==> config.mk <==
export PLATFORM = sky130hd
export DESIGN_NAME = autocorr_engine
export DESIGN_NICKNAME = d
export VERILOG_FILES = /design/src/rtl/autocorr_pkg.sv /design/src/rtl/autocorr_ctrl.sv /design/src/rtl/autocorr_dp.sv /design/src/rtl/autocorr_engine.sv
export SDC_FILE = /design/constraint.sdc
export NUM_CORES = 2
export LEC_CHECK = 0
export BUFFER_PORTS_ARGS = -buffer_cell sky130_fd_sc_hd__buf_2
export CORE_ASPECT_RATIO = 0.6
export CORE_UTILIZATION = 50
export CTS_BUF_LIST = sky130_fd_sc_hd__clkbuf_16
export CTS_CLUSTER_SIZE = 16
export DETAILED_ROUTE_END_ITERATION = 8
export PLACE_DENSITY = 0.68
export SLEW_MARGIN = 30
export SYNTH_ARGS = -nofsm -noshare
export SYNTH_HDL_FRONTEND = slang
export SYNTH_HIERARCHICAL = 1
export SYNTH_SLANG_ARGS = --single-unit
==> constraint.sdc <==
create_clock -name clk -period 24.6 [get_ports clk]
set_input_delay 1.23 -clock clk [delete_from_list [all_inputs] [get_ports clk]]
set_output_delay 1.23 -clock clk [all_outputs]
set_load 0.05 [all_outputs]
==> src/rtl/autocorr_pkg.sv <==
package autocorr_pkg;

  // Strobes from control to datapath, one per datapath action.
  typedef struct packed {
    logic load;    // capture vector into both copies, clear accumulator
    logic accEn;   // add one product into the accumulator
    logic lagEnd;  // last product of a lag: publish, clear, shift lagged copy
  } ctrlStrobes_t;

  typedef enum logic [1:0] {
    S_IDLE = 2'd0,
    S_RUN  = 2'd1,
    S_FIN  = 2'd2
  } engState_t;

endpackage

==> src/rtl/autocorr_ctrl.sv <==
module autocorr_ctrl
  import autocorr_pkg::*;
#(
  parameter int MAX_LOG2 = 4,
  localparam int IDX_W = MAX_LOG2,
  localparam int LAG_W = MAX_LOG2 + 1,
  localparam int LEN_W = $clog2(MAX_LOG2 + 1)
) (
  input  logic             clk,
  input  logic             rstN,
  input  logic             start,
  input  logic [LEN_W-1:0] lenLog2,
  input  logic [LAG_W-1:0] lagCount,
  output ctrlStrobes_t     strobes,
  output logic [IDX_W-1:0] idx,
  output logic [LEN_W-1:0] lenSel,
  output logic [LEN_W-1:0] loadLen,
  output logic             busy,
  output logic             resValid,
  output logic [LAG_W-1:0] resLag,
  output logic             done
);

  engState_t        state;
  logic [LAG_W-1:0] lag;
  logic [LAG_W-1:0] kEff;
  logic [LAG_W-1:0] nAtStart;
  logic [LAG_W-1:0] kAtStart;
  logic [IDX_W-1:0] nLast;
  logic             idxWrap;
  logic             lastLag;

  // Length code clamp and lag count clamp, evaluated on the start cycle.
  always_comb begin
    loadLen  = (lenLog2 > LEN_W'(MAX_LOG2)) ? LEN_W'(MAX_LOG2) : lenLog2;
    nAtStart = LAG_W'(1) << loadLen;
    kAtStart = (lagCount > nAtStart) ? nAtStart : lagCount;
  end

  always_comb begin
    nLast   = IDX_W'((LAG_W'(1) << lenSel) - LAG_W'(1));
    idxWrap = (idx == nLast);
    lastLag = (lag == (kEff - LAG_W'(1)));
    busy    = (state != S_IDLE);
    strobes.load   = (state == S_IDLE) && start;
    strobes.accEn  = (state == S_RUN);
    strobes.lagEnd = (state == S_RUN) && idxWrap;
  end

  always_ff @(posedge clk) begin
    if (!rstN) begin
      state    <= S_IDLE;
      idx      <= '0;
      lag      <= '0;
      kEff     <= '0;
      lenSel   <= '0;
      resValid <= 1'b0;
      resLag   <= '0;
      done     <= 1'b0;
    end else begin
      resValid <= 1'b0;
      done     <= 1'b0;
      unique case (state)
        S_IDLE: begin
          if (start) begin
            lenSel <= loadLen;
            kEff   <= kAtStart;
            idx    <= '0;
            lag    <= '0;
            state  <= (kAtStart == '0) ? S_FIN : S_RUN;
          end
        end
        S_RUN: begin
          if (idxWrap) begin
            resValid <= 1'b1;
            resLag   <= lag;
            idx      <= '0;
            if (lastLag) begin
              state <= S_FIN;
            end else begin
              lag <= lag + LAG_W'(1);
            end
          end else begin
            idx <= idx + IDX_W'(1);
          end
        end
        S_FIN: begin
          done  <= 1'b1;
          state <= S_IDLE;
        end
        default: state <= S_IDLE;
      endcase
    end
  end

endmodule

==> src/rtl/autocorr_dp.sv <==
module autocorr_dp
  import autocorr_pkg::*;
#(
  parameter int SAMPLE_W = 16,
  parameter int MAX_LOG2 = 4,
  localparam int MAX_N  = 1 << MAX_LOG2,
  localparam int IDX_W  = MAX_LOG2,
  localparam int LEN_W  = $clog2(MAX_LOG2 + 1),
  localparam int PROD_W = 2 * SAMPLE_W,
  localparam int ACC_W  = PROD_W + MAX_LOG2
) (
  input  logic                       clk,
  input  logic                       rstN,
  input  ctrlStrobes_t               strobes,
  input  logic [IDX_W-1:0]           idx,
  input  logic [LEN_W-1:0]           lenSel,
  input  logic [LEN_W-1:0]           loadLen,
  input  logic [MAX_N*SAMPLE_W-1:0]  dataIn,
  output logic signed [PROD_W-1:0]   resData
);

  logic [MAX_N-1:0][SAMPLE_W-1:0] baseReg;
  logic [MAX_N-1:0][SAMPLE_W-1:0] lagReg;
  logic [MAX_N-1:0][SAMPLE_W-1:0] loadVal;
  logic [MAX_N-1:0][SAMPLE_W-1:0] shiftVal;

  // Per-lane load masking and one-place downward shift of the lagged copy.
  for (genvar i = 0; i < MAX_N; i++) begin : gLane
    assign loadVal[i] = (32'(i) < (32'd1 << loadLen)) ?
                        dataIn[i*SAMPLE_W +: SAMPLE_W] : '0;
    if (i == MAX_N - 1) begin : gTop
      assign shiftVal[i] = '0;
    end else begin : gMid
      assign shiftVal[i] = lagReg[i+1];
    end
  end

  always_ff @(posedge clk) begin
    if (!rstN) begin
      baseReg <= '0;
      lagReg  <= '0;
    end else if (strobes.load) begin
      baseReg <= loadVal;
      lagReg  <= loadVal;
    end else if (strobes.lagEnd) begin
      lagReg <= shiftVal;
    end
  end

  logic signed [PROD_W-1:0] opA;
  logic signed [PROD_W-1:0] opB;
  logic signed [PROD_W-1:0] prod;
  logic signed [ACC_W-1:0]  acc;
  logic signed [ACC_W-1:0]  accSum;
  logic signed [ACC_W-1:0]  scaled;

  always_comb begin
    opA    = PROD_W'($signed(baseReg[idx]));
    opB    = PROD_W'($signed(lagReg[idx]));
    prod   = opA * opB;
    accSum = acc + ACC_W'(prod);
    scaled = accSum >>> lenSel;
  end

  always_ff @(posedge clk) begin
    if (!rstN) begin
      acc     <= '0;
      resData <= '0;
    end else begin
      if (strobes.load || strobes.lagEnd) begin
        acc <= '0;
      end else if (strobes.accEn) begin
        acc <= accSum;
      end
      if (strobes.lagEnd) begin
        resData <= PROD_W'(scaled);
      end
    end
  end

endmodule

==> src/rtl/autocorr_engine.sv <==
module autocorr_engine
  import autocorr_pkg::*;
#(
  parameter int SAMPLE_W = 16,
  parameter int MAX_LOG2 = 4,
  localparam int MAX_N  = 1 << MAX_LOG2,
  localparam int IDX_W  = MAX_LOG2,
  localparam int LAG_W  = MAX_LOG2 + 1,
  localparam int LEN_W  = $clog2(MAX_LOG2 + 1),
  localparam int PROD_W = 2 * SAMPLE_W
) (
  input  logic                      clk,
  input  logic                      rstN,
  input  logic                      start,
  input  logic [LEN_W-1:0]          lenLog2,
  input  logic [LAG_W-1:0]          lagCount,
  input  logic [MAX_N*SAMPLE_W-1:0] dataIn,
  output logic                      busy,
  output logic                      resValid,
  output logic [LAG_W-1:0]          resLag,
  output logic signed [PROD_W-1:0]  resData,
  output logic                      done
);

  ctrlStrobes_t     strobes;
  logic [IDX_W-1:0] idx;
  logic [LEN_W-1:0] lenSel;
  logic [LEN_W-1:0] loadLen;

  autocorr_ctrl #(.MAX_LOG2(MAX_LOG2)) u_ctrl (
    .clk(clk), .rstN(rstN), .start(start), .lenLog2(lenLog2),
    .lagCount(lagCount), .strobes(strobes), .idx(idx), .lenSel(lenSel),
    .loadLen(loadLen), .busy(busy), .resValid(resValid), .resLag(resLag),
    .done(done)
  );

  autocorr_dp #(.SAMPLE_W(SAMPLE_W), .MAX_LOG2(MAX_LOG2)) u_dp (
    .clk(clk), .rstN(rstN), .strobes(strobes), .idx(idx), .lenSel(lenSel),
    .loadLen(loadLen), .dataIn(dataIn), .resData(resData)
  );

endmodule

==> flow_summary_export.csv <==
group,metric,value,unit
floorplan,die_h,220,um
final_layout,syn2layout_area_growth,10.7,%
route,post_drt_wl_per_cell,25.2,um
cts,postCtsSetupRepairBufs,0,
final_layout,fillerInstances,6916,
power,p_leak,18.5,nW
route,vias,33500,
setup_path,worstPathRequired,25.16,ns
cts,cts_buffer_depth,3,
place,place_area,42000,sq um
sta,hold_viol,0,
place,io_buffers,306,
sta,period_needed,10.73,ns
cts,cts_made_buffers,57,
global_route,overflow,0,
setup_path,worstPathMaxFanout,52,
floorplan,ios,307,
yosys,ys_ff_latch,606,
power,p_sw_share,42.3,%
sta,rsz0062_at_grt,"no",
cts,ctsResizeCount,0,
cts,htreeDepth,2,
place,dp_hpwl,102,mm
power,power_switching,1.64,mW
sta,fmax,93.2,MHz
power,p_per_area,87.9,nW/um^2
final_layout,stdcell_area,44000,sq um
yosys,yosys.area.top_type,"dfxtp_1",
power,internal_power,2.23,mW
yosys,netlist_instances,4275,
yosys,ys_types,83,
yosys,ys_top_cells_by_area,"dfxtp_1 31%, fa_1 16%, mux4_2 8.3%",
power,power_frac_seq,31.1,%
yosys,synth_edf_count,0,
min_path,min_path_type,"register to register",
final_layout,final-seq-area,12100,sq um
setup_path,start_kind,"register",
cts,root_buffer,"clkbuf_16",
route,vias_per_cell,6.09,
setup_path,critical_path_arrival,11.30,ns
route,antenna_left,0,
cts,cts_hold_buf,0,
floorplan,die_w,366,um
sta,skew,0.0368,ns
sta,final.period_utilization,43.6,%
place,gp_congestion,0.974,
cts,clock_latency,0.67,ns
final_layout,multiInputGateArea,25000,sq um
route,first_pass_iters,5,
yosys,synth_nets,4972,
sta,worst_slew_pin_slew,1.03,ns
yosys,yosysWarnings,6,
final_layout,num-nets-final,5093,
yosys,async_reset_ff_share,0,%
run_status,status,"finished clean",
cts,numClockSinks,606,
sta,timing.slew.headroom,31.6,%
global_route,grt_max_degree,153,
floorplan,initial_core_util,50.9,%
route,remaining_drc_errors,0,
power,finalPower,3.87,mW
yosys,yosys_most_used_dff,"dfxtp_1",
global_route,antenna_found_initial,9,
final_layout,drive_gt1_share,16.6,%
global_route,grt_pass1_vias,32300,
power,ir_worst_vdd,0.0588,mV
sta,final-setup-viol-count,0,
global_route,grt_pass1_wl,209,mm
cts,cts_tree,"built",
flow_run,maxCapViolCount,0,
sta,tns,0,ns
floorplan,core-area,78100,sq um
route,dr.first_iter.drc_count,4525,
route,wirelength,139,mm
yosys,syn-cell-area,39700,sq um
yosys,seq_area_frac_synth,30.5,%
global_route,grt_usage,34.3,%
sta,slew_violations,0,
floorplan,num_rows,79,
yosys,synth_area_per_cell,9.30,sq um
power,combPwrFrac,44.3,%
power,p_clk_share,24.7,%
yosys,netlist.area_leader.share,30.5,%
setup_path,criticalPathCategory,"register to register",
cts,clk_pin_slew,0.07,ns
setup_path,cp-end-kind,"register",
floorplan,die-area,80700,sq um
-- worst max-delay path, stage by stage, from the launching register on --
cell	delay, ns
dfxtp_4	0.72
buf_4	0.78
buf_4	0.75
mux4_2	0.47
mux4_2	0.71
nand2b_1	0.28
fa_1	0.57
fa_1	0.96
fa_1	0.51
inv_1	0.08
fa_1	0.44
fa_1	0.56
inv_1	0.08
fa_1	0.55
inv_1	0.06
ha_1	0.43
a21oi_1	0.34
a21boi_1	0.11
a311o_1	0.44
a221oi_2	0.46
a21oi_1	0.20
a311oi_1	0.41
a31oi_1	0.08
mux2_2	0.32
o221ai_1	0.18
-- logic make-up (layout without fill, tap and decap cells) --
group / count (synthesis) / after routing / synth area share, %
flip-flops: 606 / 606 / 30.5
other: 0 / 7 / 0
multiplexers: 379 / 379 / 14.4
AO/OA/AOI/OAI: 1030 / 1030 / 16.0
XOR/XNOR: 43 / 43 / 0.966
buffers and inverters: 706 / 875 / 6.74
AND/OR/NAND/NOR: 1081 / 1081 / 11.9
adder cells (fa/ha/maj): 430 / 430 / 19.5
-- final timing paths --
kind                                         from                end  slack (ns)  cells after the start
worst max-delay path                u_ctrl/idx[1]   u_dp/resData[30]       13.87                     24
worst min-delay path            u_dp/baseReg[236]  u_dp/baseReg[236]        0.46                      2
worst max register to register      u_ctrl/idx[1]   u_dp/resData[30]       13.87                     24
worst min register to register  u_dp/baseReg[236]  u_dp/baseReg[236]        0.46                      2
-- cell type report --
class                   instances  share of cell area (%)
multi-input cells            2963                    56.8
well taps                    1053                    2.99
flip-flops and latches        606                    27.6
repair buffers                360                    4.49
inverters                     408                    3.54
diodes                          7                  0.0398
clock inverters                49                    1.19
clock buffers                  58                    3.30
-- state kept, by name (all words and copies together), names as in the netlist --
signal	count
u_ctrl/done	1
u_ctrl/idx	4
u_ctrl/kEff	5
u_ctrl/lag	5
u_ctrl/lenSel	3
u_ctrl/resLag	5
u_ctrl/resValid	1
u_ctrl/state	2
u_dp/acc	36
u_dp/baseReg	256
u_dp/lagReg	256
u_dp/resData	32
-- power by group through the flow --
stage	combinational, mW	clock [mW]	sequential [mW]
CTS	1.66	0.958	1.19
detailed placement	1.64	0	1.21
floorplan	1.14	0	1.20
global route	1.86	0.999	1.21
global placement	1.63	0	1.21
finish	1.71	0.954	1.20
-- routing by layer --
layer  global-route usage [%]  part of all wire (%)  up-vias
met5                        0                 0.019        -
met2                     44.5                    38     2050
li1                         -                     -    14800
met4                     6.61                   1.8        4
met3                     16.4                    17      195
met1                     50.8                    43    16400
-- cells in the mapped netlist, types with 13 or more instances --
cell	count
nor2b_1	15
nor2_1	357
buf_1	43
a22o_1	130
o21ai_0	276
ha_1	116
inv_1	406
xnor2_1	27
fa_1	314
o21a_1	99
clkbuf_1	234
nand2b_1	22
nand3_1	104
nand2_1	423
mux4_2	147
and2_1	95
nor3_1	13
o21ai_1	25
buf_2	20
dfxtp_1	606
a21oi_1	380
xor2_1	15
a31oi_1	17
a211oi_1	23
mux2_2	73
mux2i_1	159
-- cell usage in the layout, fill, tap and decap left out, drive strengths merged, types with 12 or more instances in the layout --
cell type / count
o21a: 100
dfxtp: 606
inv: 419
nor3: 14
mux2i: 159
nor2b: 15
and2: 96
fa: 314
clkbuf: 58
a21oi: 383
o21ai: 303
clkinv: 24
a211oi: 24
xor2: 16
nor2: 357
nand2b: 24
mux4: 147
buf: 360
a21o: 12
nand2: 423
nand3: 104
xnor2: 27
ha: 116
a22o: 130
a31oi: 18
mux2: 73
-- through the flow --
stage / utilization [%] / std cells / worst slack (ns) / hold WS (ns)
floorplan: - / 4275 / 16.01 / 0.429
global placement: 53.7 / 5390 / 14.29 / 0.442
detailed placement: 53.8 / 5390 / 14.16 / 0.453
CTS: 56.3 / 5497 / 14.07 / 0.463
global route: 56.3 / 5502 / 13.46 / 0.481
finish: 56.3 / 5504 / 13.87 / 0.463
(Power assumes the default switching activity.)
